===== src/rtl/bw_mult_pkg.sv =====
package bw_mult_pkg;

   // Summation chain variants
   localparam int ADD_RIPPLE = 0;
   localparam int ADD_CSA    = 1;

   // True when partial-product bit (row, col) is inverted in signed mode:
   // the sign column of every row but the last, and every non-sign column
   // of the last row.
   function automatic logic bw_flip_bit(input int row, input int col, input int opw);
      return ((row == opw - 1) != (col == opw - 1));
   endfunction

   // Column positions of the two injected ones in signed mode
   function automatic int bw_const_lo(input int opw);
      return opw;
   endfunction

   function automatic int bw_const_hi(input int opw);
      return 2 * opw - 1;
   endfunction

endpackage


===== src/rtl/bw_rca.sv =====
module bw_rca #(
   parameter int W = 16
) (
   input  logic [W-1:0] x,
   input  logic [W-1:0] y,
   output logic [W-1:0] s
);
   logic [W-1:0] cy;

   assign cy[0] = 1'b0;

   for (genvar k = 0; k < W; k++) begin : g_bit
      assign s[k] = x[k] ^ y[k] ^ cy[k];
      if (k < W - 1) begin : g_carry
         assign cy[k+1] = (x[k] & y[k]) | (x[k] & cy[k]) | (y[k] & cy[k]);
      end
   end

endmodule


===== src/rtl/bw_csa.sv =====
module bw_csa #(
   parameter int W = 16
) (
   input  logic [W-1:0] x,
   input  logic [W-1:0] y,
   input  logic [W-1:0] z,
   output logic [W-1:0] s,
   output logic [W-1:0] c
);
   assign c[0] = 1'b0;

   for (genvar k = 0; k < W; k++) begin : g_bit
      assign s[k] = x[k] ^ y[k] ^ z[k];
      if (k < W - 1) begin : g_carry
         // carry weighted one column up; the carry out of the top column is dropped
         assign c[k+1] = (x[k] & y[k]) | (x[k] & z[k]) | (y[k] & z[k]);
      end
   end

endmodule


===== src/rtl/bw_pp_rows.sv =====
module bw_pp_rows
   import bw_mult_pkg::*;
#(
   parameter int OP_W = 8,
   localparam int PW   = 2 * OP_W,
   localparam int ROWS = OP_W + 1
) (
   input  logic [OP_W-1:0]          a,
   input  logic [OP_W-1:0]          b,
   input  logic                     signed_mode,
   output logic [ROWS-1:0][PW-1:0]  rows
);
   localparam int CLO = bw_const_lo(OP_W);
   localparam int CHI = bw_const_hi(OP_W);

   always_comb begin
      rows = '0;
      for (int i = 0; i < OP_W; i++) begin
         for (int j = 0; j < OP_W; j++) begin
            rows[i][i+j] = (a[i] & b[j]) ^ (signed_mode & bw_flip_bit(i, j, OP_W));
         end
      end
      // correction row: two fixed ones, present only for signed operands
      rows[OP_W][CLO] = signed_mode;
      rows[OP_W][CHI] = signed_mode;
   end

endmodule


===== src/rtl/bw_sum_array.sv =====
module bw_sum_array
   import bw_mult_pkg::*;
#(
   parameter int ROWS  = 9,
   parameter int W     = 16,
   parameter int STYLE = ADD_RIPPLE
) (
   input  logic [ROWS-1:0][W-1:0] rows,
   output logic [W-1:0]           total
);

   if (STYLE == ADD_RIPPLE) begin : g_ripple
      logic [ROWS-1:0][W-1:0] acc;
      assign acc[0] = rows[0];
      for (genvar r = 1; r < ROWS; r++) begin : g_stage
         bw_rca #(.W(W)) u_add (
            .x (acc[r-1]),
            .y (rows[r]),
            .s (acc[r])
         );
      end
      assign total = acc[ROWS-1];
   end else begin : g_csa
      logic [ROWS-1:0][W-1:0] ps;
      logic [ROWS-1:0][W-1:0] pc;
      assign ps[0] = rows[0];
      assign pc[0] = '0;
      for (genvar r = 1; r < ROWS; r++) begin : g_stage
         bw_csa #(.W(W)) u_cmp (
            .x (ps[r-1]),
            .y (pc[r-1]),
            .z (rows[r]),
            .s (ps[r]),
            .c (pc[r])
         );
      end
      bw_rca #(.W(W)) u_final (
         .x (ps[ROWS-1]),
         .y (pc[ROWS-1]),
         .s (total)
      );
   end

endmodule


===== src/rtl/bw_out_stage.sv =====
module bw_out_stage #(
   parameter int W = 16
) (
   input  logic         clk,
   input  logic         rst,
   input  logic         load,
   input  logic [W-1:0] d,
   output logic         vld_q,
   output logic [W-1:0] q
);
   always_ff @(posedge clk) begin
      if (rst) begin
         q     <= '0;
         vld_q <= 1'b0;
      end else begin
         vld_q <= load;
         if (load) begin
            q <= d;
         end
      end
   end

endmodule


===== src/rtl/bw_mult_top.sv =====
module bw_mult_top
   import bw_mult_pkg::*;
#(
   parameter int OP_W        = 8,
   parameter int ADDER_STYLE = ADD_RIPPLE,
   localparam int PW         = 2 * OP_W,
   localparam int ROWS       = OP_W + 1
) (
   input  logic            clk,
   input  logic            rst,
   input  logic            in_valid,
   input  logic            signed_mode,
   input  logic [OP_W-1:0] mul_a,
   input  logic [OP_W-1:0] mul_b,
   output logic            out_valid,
   output logic [PW-1:0]   product
);

   initial begin
      if (OP_W < 2) $fatal(1, "bw_mult_top: OP_W must be at least 2");
      if (ADDER_STYLE != ADD_RIPPLE && ADDER_STYLE != ADD_CSA)
         $fatal(1, "bw_mult_top: unknown ADDER_STYLE");
   end

   logic [ROWS-1:0][PW-1:0] pp_rows;
   logic [PW-1:0]           pp_sum;

   bw_pp_rows #(.OP_W(OP_W)) u_rows (
      .a           (mul_a),
      .b           (mul_b),
      .signed_mode (signed_mode),
      .rows        (pp_rows)
   );

   bw_sum_array #(.ROWS(ROWS), .W(PW), .STYLE(ADDER_STYLE)) u_sum (
      .rows  (pp_rows),
      .total (pp_sum)
   );

   bw_out_stage #(.W(PW)) u_out (
      .clk   (clk),
      .rst   (rst),
      .load  (in_valid),
      .d     (pp_sum),
      .vld_q (out_valid),
      .q     (product)
   );

endmodule


===== config.mk =====
export PLATFORM = sky130hd
export DESIGN_NAME = bw_mult_top
export DESIGN_NICKNAME = d
export VERILOG_FILES = /design/src/rtl/bw_mult_pkg.sv /design/src/rtl/bw_rca.sv /design/src/rtl/bw_csa.sv /design/src/rtl/bw_pp_rows.sv /design/src/rtl/bw_sum_array.sv /design/src/rtl/bw_out_stage.sv /design/src/rtl/bw_mult_top.sv
export SDC_FILE = /design/constraint.sdc
export NUM_CORES = 1
export LEC_CHECK = 0
export BUFFER_PORTS_ARGS = -buffer_cell sky130_fd_sc_hd__buf_2
export CAP_MARGIN = 5
export CORE_MARGIN = 5
export CORE_UTILIZATION = 39
export DETAILED_ROUTE_END_ITERATION = 6
export PLACE_DENSITY = 0.59
export SLEW_MARGIN = 30
export SYNTH_ARGS = -nofsm -noshare
export SYNTH_HDL_FRONTEND = slang
export SYNTH_HIERARCHICAL = 1
export SYNTH_SLANG_ARGS = --single-unit

===== constraint.sdc =====
create_clock -name clk -period 10.4 [get_ports clk]
set_input_delay 1.04 -clock clk [delete_from_list [all_inputs] [get_ports clk]]
set_output_delay 1.04 -clock clk [all_outputs]
set_load 0.01 [all_outputs]

==> impl_metrics.csv <==
group,metric,value,unit
synth,synth_cells,344,
synth,syn_area_per_cell,12.4,um^2
cts,cts.root.buffer_cell,"clkbuf_8",
worst_setup_path,critPathLaunchType,"input port",
drt,via_per_inst,4.08,
worst_hold_path,min_from,"u_out/q[14]",
drt,drt_iter0_drc,67,
worst_setup_path,crit_top_cell,"fa_2",
worst_setup_path,reg2reg_from,"u_out/q[8]",
worst_setup_path,cp_data_arrival_time,10.26,ns
timing,final_max_slew_viol_count,0,
cts,insertion_delay,0.25,ns
cells_and_area,drive_above_1_share,27.2,%
worst_setup_path,cp_num_buf_inv,1,
drt,post-route-drc-count,0,
place,gp_congestion,0.745,
die,placementRows,38,
synth,synth_top_family_by_area,"adder cells",
timing,fmax,98.7,MHz
synth,synth.distinct_cells,15,
die,die_x,115,um
worst_setup_path,cpLargestDelayFamily,"adder cells",
cts,clkSlewWorstSetupHoldPaths,0.06,ns
worst_setup_path,worstPathRequired,10.53,ns
grt,grt_pass1_wl,9910,um
place,hpwl,5140,um
synth,ys_warn_count,6,
worst_hold_path,hold_end,"u_out/q[14]",
grt,grt_max_degree,18,
timing,setup_violations,0,
worst_setup_path,cpPeakStageDelay,0.56,ns
cts,numCtsBuffers,3,
synth,synth_seq_area_share,7.97,%
drt,dr.pass1.iters,4,
flow_run,cap_violations,0,
timing,grt_setup_unrepaired,"no",
cells_and_area,insertedDiodeCount,0,
synth,synth_area_leaders,"fa_1, buf_4, dfxtp_1",
timing,timing.final.crit_share,97.4,%
cts,cts.htree.levels,1,
worst_setup_path,cp_slowest_cell,"fa_2",
worst_setup_path,cp-end-kind,"flip-flop",
grt,grt_overflow,0,
worst_hold_path,hold_path_depth,2,
synth,synth_top_cell_by_area,"fa_1",
grt,track_usage,9.04,%
cts,clock_path_buffers,2,
drt,wl_per_cell,10.2,um
synth,synth_xor_area_share,7.33,%
die,core_region_area,10800,um^2
worst_setup_path,r2r_slack,9.78,ns
run_status,status,"complete, no violations",
synth,ys_seq_elements,17,
cells_and_area,nets,519,
synth,yosysTopAreaCellShare,52.5,%
timing,setup-tns-final,0,ns
synth,synthSimpleGateAreaFrac,10.1,%
timing,skew,0,ns
synth,synth_mux_area_share,3.75,%
synth,synth_compound_area_share,0,%
worst_hold_path,hold_class,"reg2reg",
worst_setup_path,crit_fanout,2,
die,start_util,39.6,%
cells_and_area,layout_common_cells,"conb_1, fa_2, fa_1",
cts,cts_sinks,17,
die,die_h,115,um
cts,postCtsHoldBufs,0,
cts,cts_tree,"done",
die,die-area,13100,um^2
cells_and_area,layout_commonest_cell,"conb_1",
drt,drtAntennaViolNets,0,
grt,antenna_found_initial,0,
worst_setup_path,rr_worst_depth,2,
worst_setup_path,critPathKind,"in2reg",
timing,period_needed,10.13,ns
drt,num_vias,2113,
cells_and_area,areaGrowthSynthToFinish,4.45,%
synth,synth_fa_ha_area_share,54.9,%
grt,grt_pass1_vias,2432,
worst_setup_path,timing.rr.end,"u_out/q[8]",
place,io_buffers,36,
die,pin_count,37,
synth,netlist_area,4270,um^2
drt,wirelength,5260,um
timing,timing_hold_violations_final,0,
[registers in the layout (all words and copies together) (netlist names)]
register     count
u_out/vld_q      1
u_out/q         16
[cells in the mapped netlist (all sizes together)]
| library cell | count |
|---|---|
| mux2i | 16 |
| xnor2 | 14 |
| nor2b | 1 |
| nand2 | 14 |
| fa | 112 |
| conb | 1 |
| buf | 87 |
| ha | 8 |
| xor3 | 8 |
| nor2 | 16 |
| and2 | 50 |
| dfxtp | 17 |
[how the worst max path moves through the flow]
stage,startpoint,end,cells past startpoint
6_report,mul_a[1],u_out/q[15],26
5_1_grt,mul_a[1],u_out/q[15],26
4_1_cts,mul_a[1],u_out/q[15],26
3_5_place_dp,mul_a[1],u_out/q[15],26
3_3_place_gp,mul_a[1],u_out/q[15],26
2_1_floorplan,mul_a[1],u_out/q[15],25
[area by class of cell]
type / count / area [um^2]
clock inverters: 1 / 5.00
repair buffers: 40 / 210
well taps: 140 / 175
clock buffers: 3 / 41.3
multi-input cells: 317 / 3690
flip-flops and latches: 17 / 340
fillers: 1052 / 6330
[stage by stage]
step / hold WS [ns] / cells / setup slack, ns / cell area, um^2 / utilization [%]
floorplan: 0.531 / 421 / 0.00723 / 4690 / -
global placement: 0.469 / 514 / -0.210 / 4400 / 40.7
detailed placement: 0.476 / 514 / -0.317 / 4400 / 40.7
CTS: 0.493 / 518 / 0.000942 / 4460 / 41.3
global route: 0.520 / 518 / 0.0165 / 4460 / 41.3
finish: 0.485 / 518 / 0.266 / 4460 / 41.3
[kinds of logic after synthesis]
logic type	after synthesis
and+or+nand+nor	81
other	1
DFF	17
xor gates and xnor gates	22
buffers and inverters	87
muxes	16
adders and majority gates	120
[tightest hold or removal path, stage by stage, from the launching register on]
cell     delay [ns]
dfxtp_1        0.32
mux2i_1        0.06
nor2_1         0.07
[routing by layer]
metal	share of wire [%]	vias up	GRT usage, %
met5	0	-	0
met4	0.89	0	1.11
met3	3.3	4	1.53
met2	65	18	19.1
met1	31	1122	9.21
li1	-	969	-
[repair_timing]
action,in CTS,in global routing
setup endpoints to repair,1,1
gates resized for setup,5,1
setup buffers,0,0
pin swaps,11,7
Power is left out: the tool's default activity adds up to more than one toggle a clock period on the data nets, which glitch-free logic cannot reach.
